File: src/rtl/dectb_pkg.sv
package dectb_pkg;
  localparam int unsigned DTB_XLEN    = 64;
  localparam int unsigned DTB_NREG    = 5;
  localparam int unsigned DTB_DEC_IDX = 3;
  localparam int unsigned DTB_TB_IDX  = 4;

  typedef enum logic [1:0] {
    ST_RD_DEC = 2'd0,
    ST_WR_DEC = 2'd1,
    ST_RD_TB  = 2'd2,
    ST_WR_TB  = 2'd3
  } dectb_state_e;
endpackage

File: src/rtl/dectb_snoop.sv
module dectb_snoop #(
  parameter int unsigned NREG    = 5,
  parameter int unsigned DEC_IDX = 3,
  parameter int unsigned TB_IDX  = 4
) (
  input  logic [NREG-1:0] sw_wr_en,
  output logic            pause,
  output logic            dec_clr
);
  localparam logic [NREG-1:0] DEC_MASK   = NREG'(1) << DEC_IDX;
  localparam logic [NREG-1:0] TB_MASK    = NREG'(1) << TB_IDX;
  localparam logic [NREG-1:0] WATCH_MASK = DEC_MASK | TB_MASK;

  always_comb begin
    pause   = |(sw_wr_en & WATCH_MASK);
    dec_clr = |(sw_wr_en & DEC_MASK);
  end
endmodule

File: src/rtl/dectb_fsm.sv
module dectb_fsm
  import dectb_pkg::*;
#(
  parameter int unsigned XLEN    = 64,
  parameter int unsigned NREG    = 5,
  parameter int unsigned DEC_IDX = 3,
  parameter int unsigned TB_IDX  = 4
) (
  input  logic            clk,
  input  logic            rst,
  input  logic            pause,
  input  logic [XLEN-1:0] rd_data,
  output logic [NREG-1:0] rd_en,
  output logic [NREG-1:0] wr_en,
  output logic [XLEN-1:0] wr_data,
  output logic            cache_ld,
  output logic [XLEN-1:0] cache_val
);
  localparam logic [NREG-1:0] DEC_MASK = NREG'(1) << DEC_IDX;
  localparam logic [NREG-1:0] TB_MASK  = NREG'(1) << TB_IDX;
  localparam logic [XLEN-1:0] ONE      = XLEN'(1);

  dectb_state_e state_q, state_d;

  always_comb begin
    unique case (state_q)
      ST_RD_DEC: state_d = ST_WR_DEC;
      ST_WR_DEC: state_d = ST_RD_TB;
      ST_RD_TB:  state_d = ST_WR_TB;
      default:   state_d = ST_RD_DEC;
    endcase
    if (pause) state_d = ST_RD_DEC;
  end

  always_ff @(posedge clk) begin
    if (rst) state_q <= ST_RD_DEC;
    else     state_q <= state_d;
  end

  always_comb begin
    rd_en     = '0;
    wr_en     = '0;
    wr_data   = rd_data;
    cache_ld  = 1'b0;
    cache_val = rd_data - ONE;
    unique case (state_q)
      ST_RD_DEC: rd_en = pause ? '0 : DEC_MASK;
      ST_WR_DEC: begin
        wr_en    = pause ? '0 : DEC_MASK;
        wr_data  = rd_data - ONE;
        cache_ld = ~pause;
      end
      ST_RD_TB:  rd_en = pause ? '0 : TB_MASK;
      default: begin
        wr_en   = pause ? '0 : TB_MASK;
        wr_data = rd_data + ONE;
      end
    endcase
  end

  AST_PAUSE_NO_WRITE: assert property (@(posedge clk) disable iff (rst)
    pause |-> (wr_en == '0 && rd_en == '0));
  AST_RESTART_ON_PAUSE: assert property (@(posedge clk) disable iff (rst)
    pause |=> (rd_en == DEC_MASK || pause));
  AST_ONE_REQUEST: assert property (@(posedge clk) disable iff (rst)
    $onehot0({rd_en, wr_en}));
  AST_WRITE_AFTER_READ: assert property (@(posedge clk) disable iff (rst)
    (wr_en != '0) |-> ($past(rd_en) == wr_en));
endmodule

File: src/rtl/dectb_cache.sv
module dectb_cache #(
  parameter int unsigned XLEN = 64
) (
  input  logic            clk,
  input  logic            rst,
  input  logic            clr,
  input  logic            ld,
  input  logic [XLEN-1:0] ld_val,
  input  logic            msr_ee,
  output logic [XLEN-1:0] dec_q,
  output logic            irq
);
  always_ff @(posedge clk) begin
    if (rst || clr) dec_q <= '0;
    else if (ld)    dec_q <= ld_val;
  end

  always_comb irq = dec_q[XLEN-1] & msr_ee;

  AST_CLEAR_WINS: assert property (@(posedge clk) disable iff (rst)
    clr |=> (dec_q == '0));
  AST_LOAD_TAKES: assert property (@(posedge clk) disable iff (rst)
    (ld && !clr) |=> (dec_q == $past(ld_val)));
  AST_HOLD_IDLE: assert property (@(posedge clk) disable iff (rst)
    (!ld && !clr) |=> $stable(dec_q));
endmodule

File: src/rtl/dectb_updater.sv
module dectb_updater
  import dectb_pkg::*;
#(
  parameter int unsigned XLEN    = DTB_XLEN,
  parameter int unsigned NREG    = DTB_NREG,
  parameter int unsigned DEC_IDX = DTB_DEC_IDX,
  parameter int unsigned TB_IDX  = DTB_TB_IDX
) (
  input  logic            clk,
  input  logic            rst,
  input  logic            msr_ee,
  input  logic [NREG-1:0] sw_wr_en,
  output logic [NREG-1:0] rd_en,
  input  logic [XLEN-1:0] rd_data,
  output logic [NREG-1:0] wr_en,
  output logic [XLEN-1:0] wr_data,
  output logic [XLEN-1:0] dec_cached,
  output logic            irq_pending
);
  logic            pause;
  logic            dec_clr;
  logic            cache_ld;
  logic [XLEN-1:0] cache_val;

  dectb_snoop #(.NREG(NREG), .DEC_IDX(DEC_IDX), .TB_IDX(TB_IDX)) u_snoop (
    .sw_wr_en (sw_wr_en),
    .pause    (pause),
    .dec_clr  (dec_clr)
  );

  dectb_fsm #(.XLEN(XLEN), .NREG(NREG), .DEC_IDX(DEC_IDX), .TB_IDX(TB_IDX)) u_fsm (
    .clk       (clk),
    .rst       (rst),
    .pause     (pause),
    .rd_data   (rd_data),
    .rd_en     (rd_en),
    .wr_en     (wr_en),
    .wr_data   (wr_data),
    .cache_ld  (cache_ld),
    .cache_val (cache_val)
  );

  dectb_cache #(.XLEN(XLEN)) u_cache (
    .clk    (clk),
    .rst    (rst),
    .clr    (dec_clr),
    .ld     (cache_ld),
    .ld_val (cache_val),
    .msr_ee (msr_ee),
    .dec_q  (dec_cached),
    .irq    (irq_pending)
  );

  AST_IRQ_NEEDS_ENABLE: assert property (@(posedge clk) disable iff (rst)
    irq_pending |-> msr_ee);
  AST_NO_WRITE_ON_SNOOP: assert property (@(posedge clk) disable iff (rst)
    ((sw_wr_en & wr_en) != '0) |-> 1'b0);
endmodule

File: config.mk
export PLATFORM = sky130hd
export DESIGN_NAME = dectb_updater
export DESIGN_NICKNAME = d
export VERILOG_FILES = /design/src/rtl/dectb_pkg.sv /design/src/rtl/dectb_snoop.sv /design/src/rtl/dectb_fsm.sv /design/src/rtl/dectb_cache.sv /design/src/rtl/dectb_updater.sv
export SDC_FILE = /design/constraint.sdc
export NUM_CORES = 1
export LEC_CHECK = 0
export ABC_AREA = 0
export BUFFER_PORTS_ARGS = -buffer_cell sky130_fd_sc_hd__buf_2
export CAP_MARGIN = 30
export CORE_MARGIN = 2
export CORE_UTILIZATION = 55
export CTS_CLUSTER_DIAMETER = 60
export DETAILED_ROUTE_END_ITERATION = 7
export PLACE_DENSITY = 0.88
export SETUP_SLACK_MARGIN = 0.2
export SLEW_MARGIN = 20
export SYNTH_ARGS = -nofsm -noshare
export SYNTH_HDL_FRONTEND = slang
export SYNTH_SLANG_ARGS = --single-unit
export TNS_END_PERCENT = 100
File: constraint.sdc
create_clock -name clk -period 7.8 [get_ports clk]
set_input_delay 1.17 -clock clk [delete_from_list [all_inputs] [get_ports clk]]
set_output_delay 1.17 -clock clk [all_outputs]
set_load 0.01 [all_outputs]
== Word-level counts from Yosys, hierarchy flattened ==
Index checks and enable logic that the tools add are counted.

* Bits in read-only memories: 0
* Bits of input ports: 72
* Register bits: 66
* Memories kept: 0
* Output and inout port bits: 139
* RAM bits: 0
* Latch bits: 0
* Word-level logic and storage cells: 20

* Bitwise gates (word level): 2
* Magnitude comparators: 0
* $mul: 0
* Reductions and logical operators: 5
* Eq/ne operators: 2
* $add $sub $neg: 2
* Mux-type cells: 7
* Divide/modulo/power cells: 0
* Shifts and indexed selects: 0

{| class="wikitable"
|+ Operators with widths
! kind !! number
|-
| case mux 64 bit (2 select lines) || 1
|-
| adder 64 x 1 -> 64 bit (second input constant) || 1
|-
| subtractor 64 x 1 -> 64 bit (second input constant) || 1
|-
| case mux 5 bit (2 select lines) || 2
|-
| case mux 2 bit (3 select lines) || 1
|-
| 2-to-1 mux 5 bit || 1
|-
| 2-to-1 mux 4 bit || 1
|-
| OR reduction 2 bit || 2
|-
| OR reduction 3 bit || 1
|-
| equality test 2 x 1 -> 1 bit (second input constant) || 1
|-
| equality test 2 bit (second input constant) || 1
|-
| logical NOT 2 bit || 1
|-
| AND 1 bit || 1
|-
| logical OR 1 bit || 1
|-
| 2-to-1 mux 1 bit || 1
|-
| NOT 1 bit || 1
|}

== Logic depth before layout (Yosys ltp) ==
Gate-level depths: netlist of the first run.

* Depth after elaboration: 3
* Depth in mapped cells: 10
* Mapped depth without buffers: 8

== Cells and area by module ==
A second synthesis of the first run with hierarchy kept.

* Cell total of the unflattened synthesis: 922
* Area, all modules: 6830.3 um^2

{| class="wikitable"
|+ By module, submodules not included
! module !! sequential area each (um^2) !! cells each !! area each (um^2) !! instances
|-
| dectb_fsm || 40.0 || 712 || 4461.8 || 1
|-
| dectb_cache || 1281.2 || 208 || 2354.8 || 1
|-
| dectb_snoop || 0.0 || 2 || 13.8 || 1
|}

== Worst setup path before layout of the first run ==
Ideal clock, no wire load.

* Path type: in2out
* Start: input port rd_data[0]
* End: output port wr_data[36]
* Required time: 6.630 ns
* Stages: 10
* Slack: 3.195 ns
* Data arrival time: 3.435 ns
* Buffers on the path: 2
* Cell sequence: clkbuf_1 -> inv_1 -> ha_1 -> clkbuf_1 -> nor3b_1 -> nand4_1 -> nor2_1 -> a31oi_1 -> o211a_1 -> or3_1

* Cells in the longest elaborated chain, start to end: 2
* Elaborated cells on any way between the ends: 3
* Classes of those cells: add/sub: 2; mux: 1

{| class="wikitable"
|+ Ends and longest elaborated chain
! what !! line !! RTL
|-
| start: declaration || dectb_updater.sv:14 || <nowiki>input logic [XLEN-1:0] rd_data,</nowiki>
|-
| adder 64 x 1 -> 64 bit / subtractor 64 x 1 -> 64 bit (equally long branches) || dectb_fsm.sv:56, dectb_fsm.sv:50 ||
|-
| case mux 64 bit (2 select lines) (*) || dectb_fsm.sv:46 || <nowiki>unique case (state_q)</nowiki>
|-
| end: declaration || dectb_updater.sv:16 || <nowiki>output logic [XLEN-1:0] wr_data,</nowiki>
|}

Mark *: on every way between the ends. The rest lies on a longest branch, timed or not.

== Worst setup path after layout of the first run ==
* Start: input port rd_data[3]
* End: output port wr_data[55]

The elaborated chain is that of the path after synthesis.

==> flow_summary.toml, run 1 <==
[global_routing]
grt_max_degree = 63
grt.total_usage_pct = 35.7
grt_pass1_vias = 7282
grt_overflow = 0
antenna_found_initial = 1
grt_pass1_wl_um = 37000

[timing]
hold_violations = 0
setup_viol_count_final = 0
worstMarginPinSlew_ns = 1.01
fmax_ghz = 0.179
relSlewSlack_pct = 32.2
period_share_pct = 71.7
slew_viol_final = 0
skew_ns = 0.00804
finalSetupTns_ns = 0
min_period_ns = 5.59
rsz0062_at_grt = "no"

[pwr]
peakVddDrop_mv = 0.0785
sequentialPowerShare_pct = 33.5
p_clk_share_pct = 44.2
intPower_uw = 708
leakagePower_uw = 0.00302
swShare_pct = 30.5
power_frac_comb_pct = 22.2
power.switching_uw = 311
power_density_nw_per_um2 = 130
power.total_uw = 1020

[route]
detail_route.wl_per_cell_um = 19.4
wl_met2_um = 10700
ant_nets = 0
post_drt_via_cell_ratio = 6.69
route.met3.wl_um = 2890
routed_wl_um = 24300
remaining_drc_errors = 0
routed-via-count = 8368
top_layer = "met4"
wl_met1_um = 9640
firstDrtPassIters = 5
dr.first_iter.drc_count = 1091

[clock_network]
cts.sinks = 66
cts_resized = 0
clkTransAtPathRegs_ns = 0.05
hold_buffers = 0
cts_buffers = 9
cts_max_level = 3
post_cts_buffers = 0
clock_latency_ns = 0.35
cts_buffer_depth = 2
cts_root_buf = "clkbuf_16"
cts_tree = "built"

[place]
portBuffers = 201
hpwl_um = 17600
dpl-instance-area_um2 = 7490
place_congestion = 1.01

[floorplanning]
die_h_um = 114
row_count = 40
core_um2 = 11900
die-area_um2 = 12900
start_util_pct = 55.8
dieWidth_um = 114
ios = 211

[logic_synthesis]
syn_area_per_cell_um2 = 6.81
yosysUniqueCellTypes = 65
yosysWarnings = 0
netlist_area_um2 = 6620
synth_seq_cells = 66
synth-seq-area-share_pct = 20.0
synthFlopType = "dfxtp_1"
synthCells = 972
async_flop_share_pct = 0
synth-edff-count = 0

[worst_setup_path]
worstSetupStartpointType = "input port"
crit_path_end_kind = "output port"
critPathKind = "input port to output port"
worstPathArrival_ns = 4.42
cp.required_ns = 6.63
cp_max_fo = 12
r2r_setup_slack_ns = 4.15

[layout]
nets = 1176
post-route-cell-area_um2 = 7820
mostFrequentLayoutCells = "201 x buf_2, 92 x nor2_1, 83 x a21oi_1"
layout-drive-gt1-share_pct = 23.1
num-fill-cells = 1068
final_common_cell = "buf_2"
syn_to_final_growth_pct = 18.2

[run_status]
outcome = "complete, no violations"

[flow_run]
maxCapViolCount = 0

[hold_path]
min_path_type = "register to register"
## registers in the layout, summed over array words and instances, names as in the netlist
signal / cells
u_cache.dec_q: 64
u_fsm.state_q: 2
## final cells by class
type	instances	area, um^2	share of cell area (%)
diodes	1	2.50	0.0320
clock buffers	10	239	3.06
clock inverters	6	88.8	1.14
inverters	19	71.3	0.912
multi-input cells	788	4810	61.5
flip-flops and latches	66	1320	16.9
well taps	147	184	2.35
repair buffers	214	1110	14.2
## metal layers
| layer | GRT usage (%) | up-vias |
|---|---|---|
| met5 | 0 | - |
| met4 | 18.7 | 0 |
| met3 | 6.91 | 96 |
| met2 | 54.6 | 643 |
| met1 | 47.9 | 3777 |
| li1 | - | 3852 |
## synthesized netlist by cell type (8+ instances only)
library cell / count / area [um^2]
or3_1: 17 / 106
and2_1: 11 / 68.8
dfxtp_1: 66 / 1320
o21ai_0: 79 / 395
and3_1: 19 / 119
a21o_1: 8 / 60.1
xor2_1: 34 / 298
nand3_1: 44 / 220
a31oi_1: 8 / 50.1
buf_2: 13 / 65.1
a21oi_1: 83 / 415
nand4_1: 32 / 200
nor2_1: 92 / 345
or4_1: 10 / 75.1
xnor2_1: 36 / 315
a22oi_1: 10 / 75.1
a221oi_1: 9 / 78.8
inv_1: 19 / 71.3
nand2_1: 63 / 236
nor4_1: 35 / 219
o31a_1: 8 / 70.1
and4_1: 12 / 105
buf_1: 8 / 30.0
clkbuf_1: 75 / 282
a211oi_1: 30 / 225
nor3_1: 52 / 260
## power groups by stage
stage | Combinational, uW | Clock (uW) | Sequential, uW
floorplan | 141 | 0 | 350
global placement | 215 | 0 | 349
detailed placement | 218 | 0 | 349
CTS | 220 | 454 | 342
global route | 241 | 470 | 342
finish | 226 | 451 | 342
## worst max-delay path, stage by stage
cell and delay [ns]:
buf_2 0.18, nor4_4 0.56, nand4b_1 0.55, or4_1 0.88, nor4_1 0.46, o21ai_0 0.16, a22oi_1 0.27, buf_2 0.18
## metrics by stage
step	worst slack (ns)	cells	hold WS [ns]	utilization, %
4_1_cts	2.33	1249	0.467	65.9
2_1_floorplan	3.20	977	0.481	-
3_3_place_gp	2.36	1231	0.441	62.9
3_5_place_dp	2.33	1233	0.460	63.1
6_report	2.21	1251	0.466	65.9
5_1_grt	2.13	1251	0.510	65.9
## final timing paths
check / start / end / cells past startpoint
worst max-delay path: rd_data[3] / wr_data[55] / 8
worst min-delay path: u_cache.dec_q[53] / u_cache.dec_q[53] / 2
worst min register to register: u_cache.dec_q[53] / u_cache.dec_q[53] / 2
worst max register to register: u_fsm.state_q[1] / u_cache.dec_q[53] / 9
## logic make-up after synthesis
| family | synth area share, % |
|---|---|
| and+or+nand+nor | 34.9 |
| AOI/OAI and AO/OA | 26.6 |
| buffers and inverters | 7.73 |
| xor gates and xnor gates | 9.27 |
| DFF | 20.0 |
| adders and majority gates | 1.13 |
| muxes | 0.321 |
| other | 0.0567 |
No activity file was read; power rests on OpenSTA's default activity.
==> run 2: changes to the inputs <==
- CORE_UTILIZATION: 55 -> 53
- PLACE_DENSITY: 0.88 -> 0.86
- clock period: 7.8 -> 5.45 ns (I/O delays scaled with it)
==> flow_summary.toml, run 2 (synthesized netlist as in run 1, its figures left out) <==
[layout]
mostFrequentLayoutCells = "201 x buf_2, 92 x nor2_1, 83 x a21oi_1"
largest_reg_flops = 64
num-fill-cells = 1160
fin_cells = 1279
final_common_cell = "buf_2"
post-route-cell-area_um2 = 7890
nets = 1183
layout-drive-gt1-share_pct = 23.5
syn_to_final_growth_pct = 19.3
largest-register = "u_cache.dec_q"
reg_top3 = "u_cache.dec_q x64, u_fsm.state_q x2"

[pwr]
peakVddDrop_mv = 0.121
leakagePower_uw = 0.00306
power_density_nw_per_um2 = 184
power.total_uw = 1450

[clock_network]
cts_resized = 0
clock_latency_ns = 0.35
cts_buffer_depth = 2
cts_max_level = 3
cts_buffers = 9
post_cts_buffers = 0
cts_tree = "built"
clkTransAtPathRegs_ns = 0.05
cts_root_buf = "clkbuf_16"
hold_buffers = 0
cts.sinks = 66

[worst_setup_path]
reg2reg_depth = 8
cp_max_fo = 10
worstSetupStartpointType = "input port"
reg2reg_from = "u_fsm.state_q[1]"
crit_path_end_kind = "output port"
cp.required_ns = 4.63
critPathKind = "input port to output port"
setup.worst_path.end = "wr_data[62]"
timing.critical_path.from = "rd_data[0]"
reg2reg_to = "u_cache.dec_q[53]"
r2r_setup_slack_ns = 2.59
worstPathArrival_ns = 3.89

[hold_path]
min-delay-start = "u_cache.dec_q[53]"
min_path_type = "register to register"

[place]
hpwl_um = 17800
place_congestion = 0.993
placedCellCount = 1262
dpl-instance-area_um2 = 7570
portBuffers = 201

[timing]
period_share_pct = 86.3
finalSetupTns_ns = 0
hold_violations = 0
worstMarginPinSlew_ns = 0.975
skew_ns = 0.00584
relSlewSlack_pct = 34.4
min_period_ns = 4.70
setup_viol_count_final = 0
fin_hold_ws_ns = 0.467
rsz0062_at_grt = "no"
slew_viol_final = 0
fmax_ghz = 0.213

[floorplanning]
start_util_pct = 54.6
die-area_um2 = 13400
dieWidth_um = 116
ios = 211
core_um2 = 12100
row_count = 40
die_h_um = 116

[global_routing]
grt_pass1_vias = 7324
antenna_found_initial = 1
grt.total_usage_pct = 35.3
grt_max_degree = 63
grt_overflow = 0
grt_pass1_wl_um = 37600

[route]
dr.first_iter.drc_count = 1135
detail_route.wl_per_cell_um = 19.1
remaining_drc_errors = 0
firstDrtPassIters = 8
routed-via-count = 8377
post_drt_via_cell_ratio = 6.55
routed_wl_um = 24400
ant_nets = 0

[run_status]
outcome = "complete, no violations"

[flow_run]
maxCapViolCount = 0
==> run 2: cell type report <==
cell class                      count  area [um^2]  share of cell area (%)
Multi-Input combinational cell    788         4810                    60.9
Sequential cell                    66         1320                    16.7
Timing Repair Buffer              221         1160                    14.7
Clock buffer                       11          243                    3.08
Tap cell                          168          210                    2.66
Clock inverter                      5         77.6                   0.983
Inverter                           19         71.3                   0.904
Antenna cell                        1         2.50                  0.0317
==> run 2: worst min path at each step <==
| stage | end | slack (ns) | depth (start not counted) |
|---|---|---|---|
| floorplan | u_cache.dec_q[53] | 0.48 | 2 |
| global placement | u_cache.dec_q[53] | 0.44 | 2 |
| detailed placement | u_cache.dec_q[53] | 0.46 | 2 |
| CTS | u_cache.dec_q[53] | 0.47 | 2 |
| global route | u_cache.dec_q[61] | 0.51 | 2 |
| finish | u_cache.dec_q[53] | 0.47 | 2 |
==> run 2: power breakdown <==
group | switching, uW | internal [uW] | total [uW]
Sequential | 2.08 | 487 | 489
Clock | 229 | 411 | 640
Combinational | 210 | 115 | 325
Total | 441 | 1010 | 1450
==> run 2: worst max-delay path, cell delays in order <==
cell and delay (ns):
buf_2 0.16, inv_1 0.07, ha_1 0.38, nor3b_1 0.38, nand4_1 0.58, nor4_1 0.72
and4_1 0.30, o21ai_0 0.08, a22oi_1 0.22, buf_2 0.16
==> run 2: stage by stage <==
| step | setup WS, ns | util, % |
|---|---|---|
| finish | 0.747 | 65.2 |
| global route | 0.676 | 65.2 |
| CTS | 0.908 | 65.1 |
| detailed placement | 0.940 | 62.5 |
| global placement | 0.954 | 62.4 |
| floorplan | 1.55 | - |
==> run 2: layer usage <==
layer | track usage (%) | vias up | share of wire (%) | wire (um)
met5 | 0 | - | 0 | 0
met4 | 18.3 | 0 | 4.3 | 1060
met3 | 6.75 | 95 | 12 | 2930
met2 | 53.7 | 634 | 44 | 10800
met1 | 47.5 | 3780 | 39 | 9560
li1 | - | 3868 | - | -
==> run 3: changes to the inputs <==
- CORE_UTILIZATION: 53 -> 55
- PLACE_DENSITY: 0.86 -> 0.88
- clock period: 5.45 -> 5.8 ns (I/O delays scaled with it)
==> flow_summary.toml, run 3 (synthesized netlist as in run 1, its figures left out) <==
[layout]
final_common_cell = "buf_2"
multi_input_area_um2 = 4810
layout-drive-gt1-share_pct = 23.6
reg_top3 = "u_cache.dec_q x64, u_fsm.state_q x2"
num-fill-cells = 1062
postLayoutCoreUtil_pct = 66.2
syn_to_final_growth_pct = 18.8
nets = 1183
ff_latch_area_um2 = 1320
mostFrequentLayoutCells = "201 x buf_2, 92 x nor2_1, 83 x a21oi_1"
largest-register = "u_cache.dec_q"
largest_reg_flops = 64

[pwr]
intPower_uw = 922
sequentialPowerShare_pct = 34.1
power_frac_comb_pct = 22.7
power.switching_uw = 425
peakVddDrop_mv = 0.139
leakagePower_uw = 0.00304
swShare_pct = 31.6
power_density_nw_per_um2 = 171
p_clk_share_pct = 43.3

[floorplanning]
die_h_um = 114
die-area_um2 = 12900
start_util_pct = 55.8
row_count = 40
dieWidth_um = 114
core_um2 = 11900
ios = 211

[place]
hpwl_um = 17400
portBuffers = 201
place_congestion = 1.01

[clock_network]
cts_buffer_depth = 2
cts.sinks = 66
clkTransAtPathRegs_ns = 0.06
cts_tree = "built"
cts_resized = 0
cts_max_level = 3
cts_buffers = 9
hold_buffers = 0
clock_latency_ns = 0.35
post_cts_buffers = 0
cts_root_buf = "clkbuf_16"

[worst_setup_path]
cp_max_fo = 10
cpMaxStageDelayCell = "nor4_1"
worstPathArrival_ns = 3.86
crit_top_cell = "buf_2"
worstSetupStartpointType = "input port"
crit_path_end_kind = "output port"
cp.required_ns = 4.93
max_stage_delay_ns = 0.72
crit_chain = "buf_2 -> inv_1 -> ha_1 -> nor3b_1 -> nand4_1 -> nor4_1 -> and4_1 -> o21ai_0 -> a22oi_1 -> buf_2"
critPathKind = "input port to output port"

[timing]
hold_violations = 0
finalSetupTns_ns = 0
slew_viol_final = 0
period_share_pct = 81.6
fmax_ghz = 0.211
worstMarginPinSlew_ns = 0.995
relSlewSlack_pct = 33.1
skew_ns = 0.0101
rsz0062_at_grt = "no"
min_period_ns = 4.73
setup_viol_count_final = 0

[global_routing]
antenna_found_initial = 0
grt_overflow = 0
grt_max_degree = 84
grt_pass1_wl_um = 37500
grt_pass1_vias = 7387
grt.total_usage_pct = 36.1

[route]
routed_wl_um = 24200
remaining_drc_errors = 0
routed-via-count = 8325
post_drt_via_cell_ratio = 6.62
ant_nets = 0
firstDrtPassIters = 7
dr.first_iter.drc_count = 1310
detail_route.wl_per_cell_um = 19.2

[hold_path]
min_path_type = "register to register"

[flow_run]
maxCapViolCount = 0

[run_status]
outcome = "complete, no violations"
==> run 3: cell count changes in the layout (fill, tap and decap cells not counted) <==
cell / previous run / this run
clkbuf_1: 1 / 0
inv_6: 0 / 1
bufinv_16: 2 / 1
clkbuf_8: 1 / 2
clkinvlp_4: 1 / 3
clkbuf_2: 0 / 1
buf_4: 19 / 18
clkinv_2: 2 / 0
==> run 3: cell type report <==
class                      instances  area share (%)
clock inverter                     5           0.780
antenna                            1          0.0318
multi-input combinational        788            61.2
inverter                          19           0.908
tap                              147            2.34
timing repair buffer             221            14.7
clock buffer                      11            3.22
sequential                        66            16.8
==> run 3: path summary, 6_finish.rpt <==
kind                     start                end  slack (ns)  cells past startpoint
max                 rd_data[0]        wr_data[62]        1.07                     10
min          u_cache.dec_q[53]  u_cache.dec_q[53]        0.45                      2
max reg2reg   u_fsm.state_q[1]  u_cache.dec_q[20]        3.55                      8
min reg2reg  u_cache.dec_q[53]  u_cache.dec_q[53]        0.45                      2
==> run 3: critical path: cells and delay by family <==
| family | cells | cell delay (ns) |
|---|---|---|
| adders and majority gates | 1 | 0.39 |
| buffers and inverters | 3 | 0.41 |
| AOI/OAI and AO/OA | 2 | 0.31 |
| and+or+nand+nor | 4 | 1.87 |
==> run 3: power by group through the flow <==
stage / logic [uW] / registers, uW / clock network, uW
final: 305 / 459 / 583
after global routing: 328 / 459 / 603
after CTS: 297 / 459 / 583
after detailed placement: 295 / 469 / 0
after global placement: 291 / 469 / 0
after floorplan: 190 / 471 / 0
==> run 3: per-layer routing <==
metal	routed length [um]	GRT usage, %
met1	9590	47.4
met2	10400	55.0
met3	3060	9.14
met4	1100	18.5
met5	0	0
==> run 3: through the flow <==
step           hold WS (ns)  power, uW  setup WS (ns)  cells  cell area (um^2)
2_1_floorplan         0.481        660           1.80    977              6640
3_3_place_gp          0.440        760           1.24   1239              7520
3_5_place_dp          0.444        764           1.17   1240              7540
4_1_cts               0.451       1340           1.19   1256              7850
5_1_grt               0.509       1390          0.938   1257              7860
6_report              0.453       1350           1.07   1258              7860
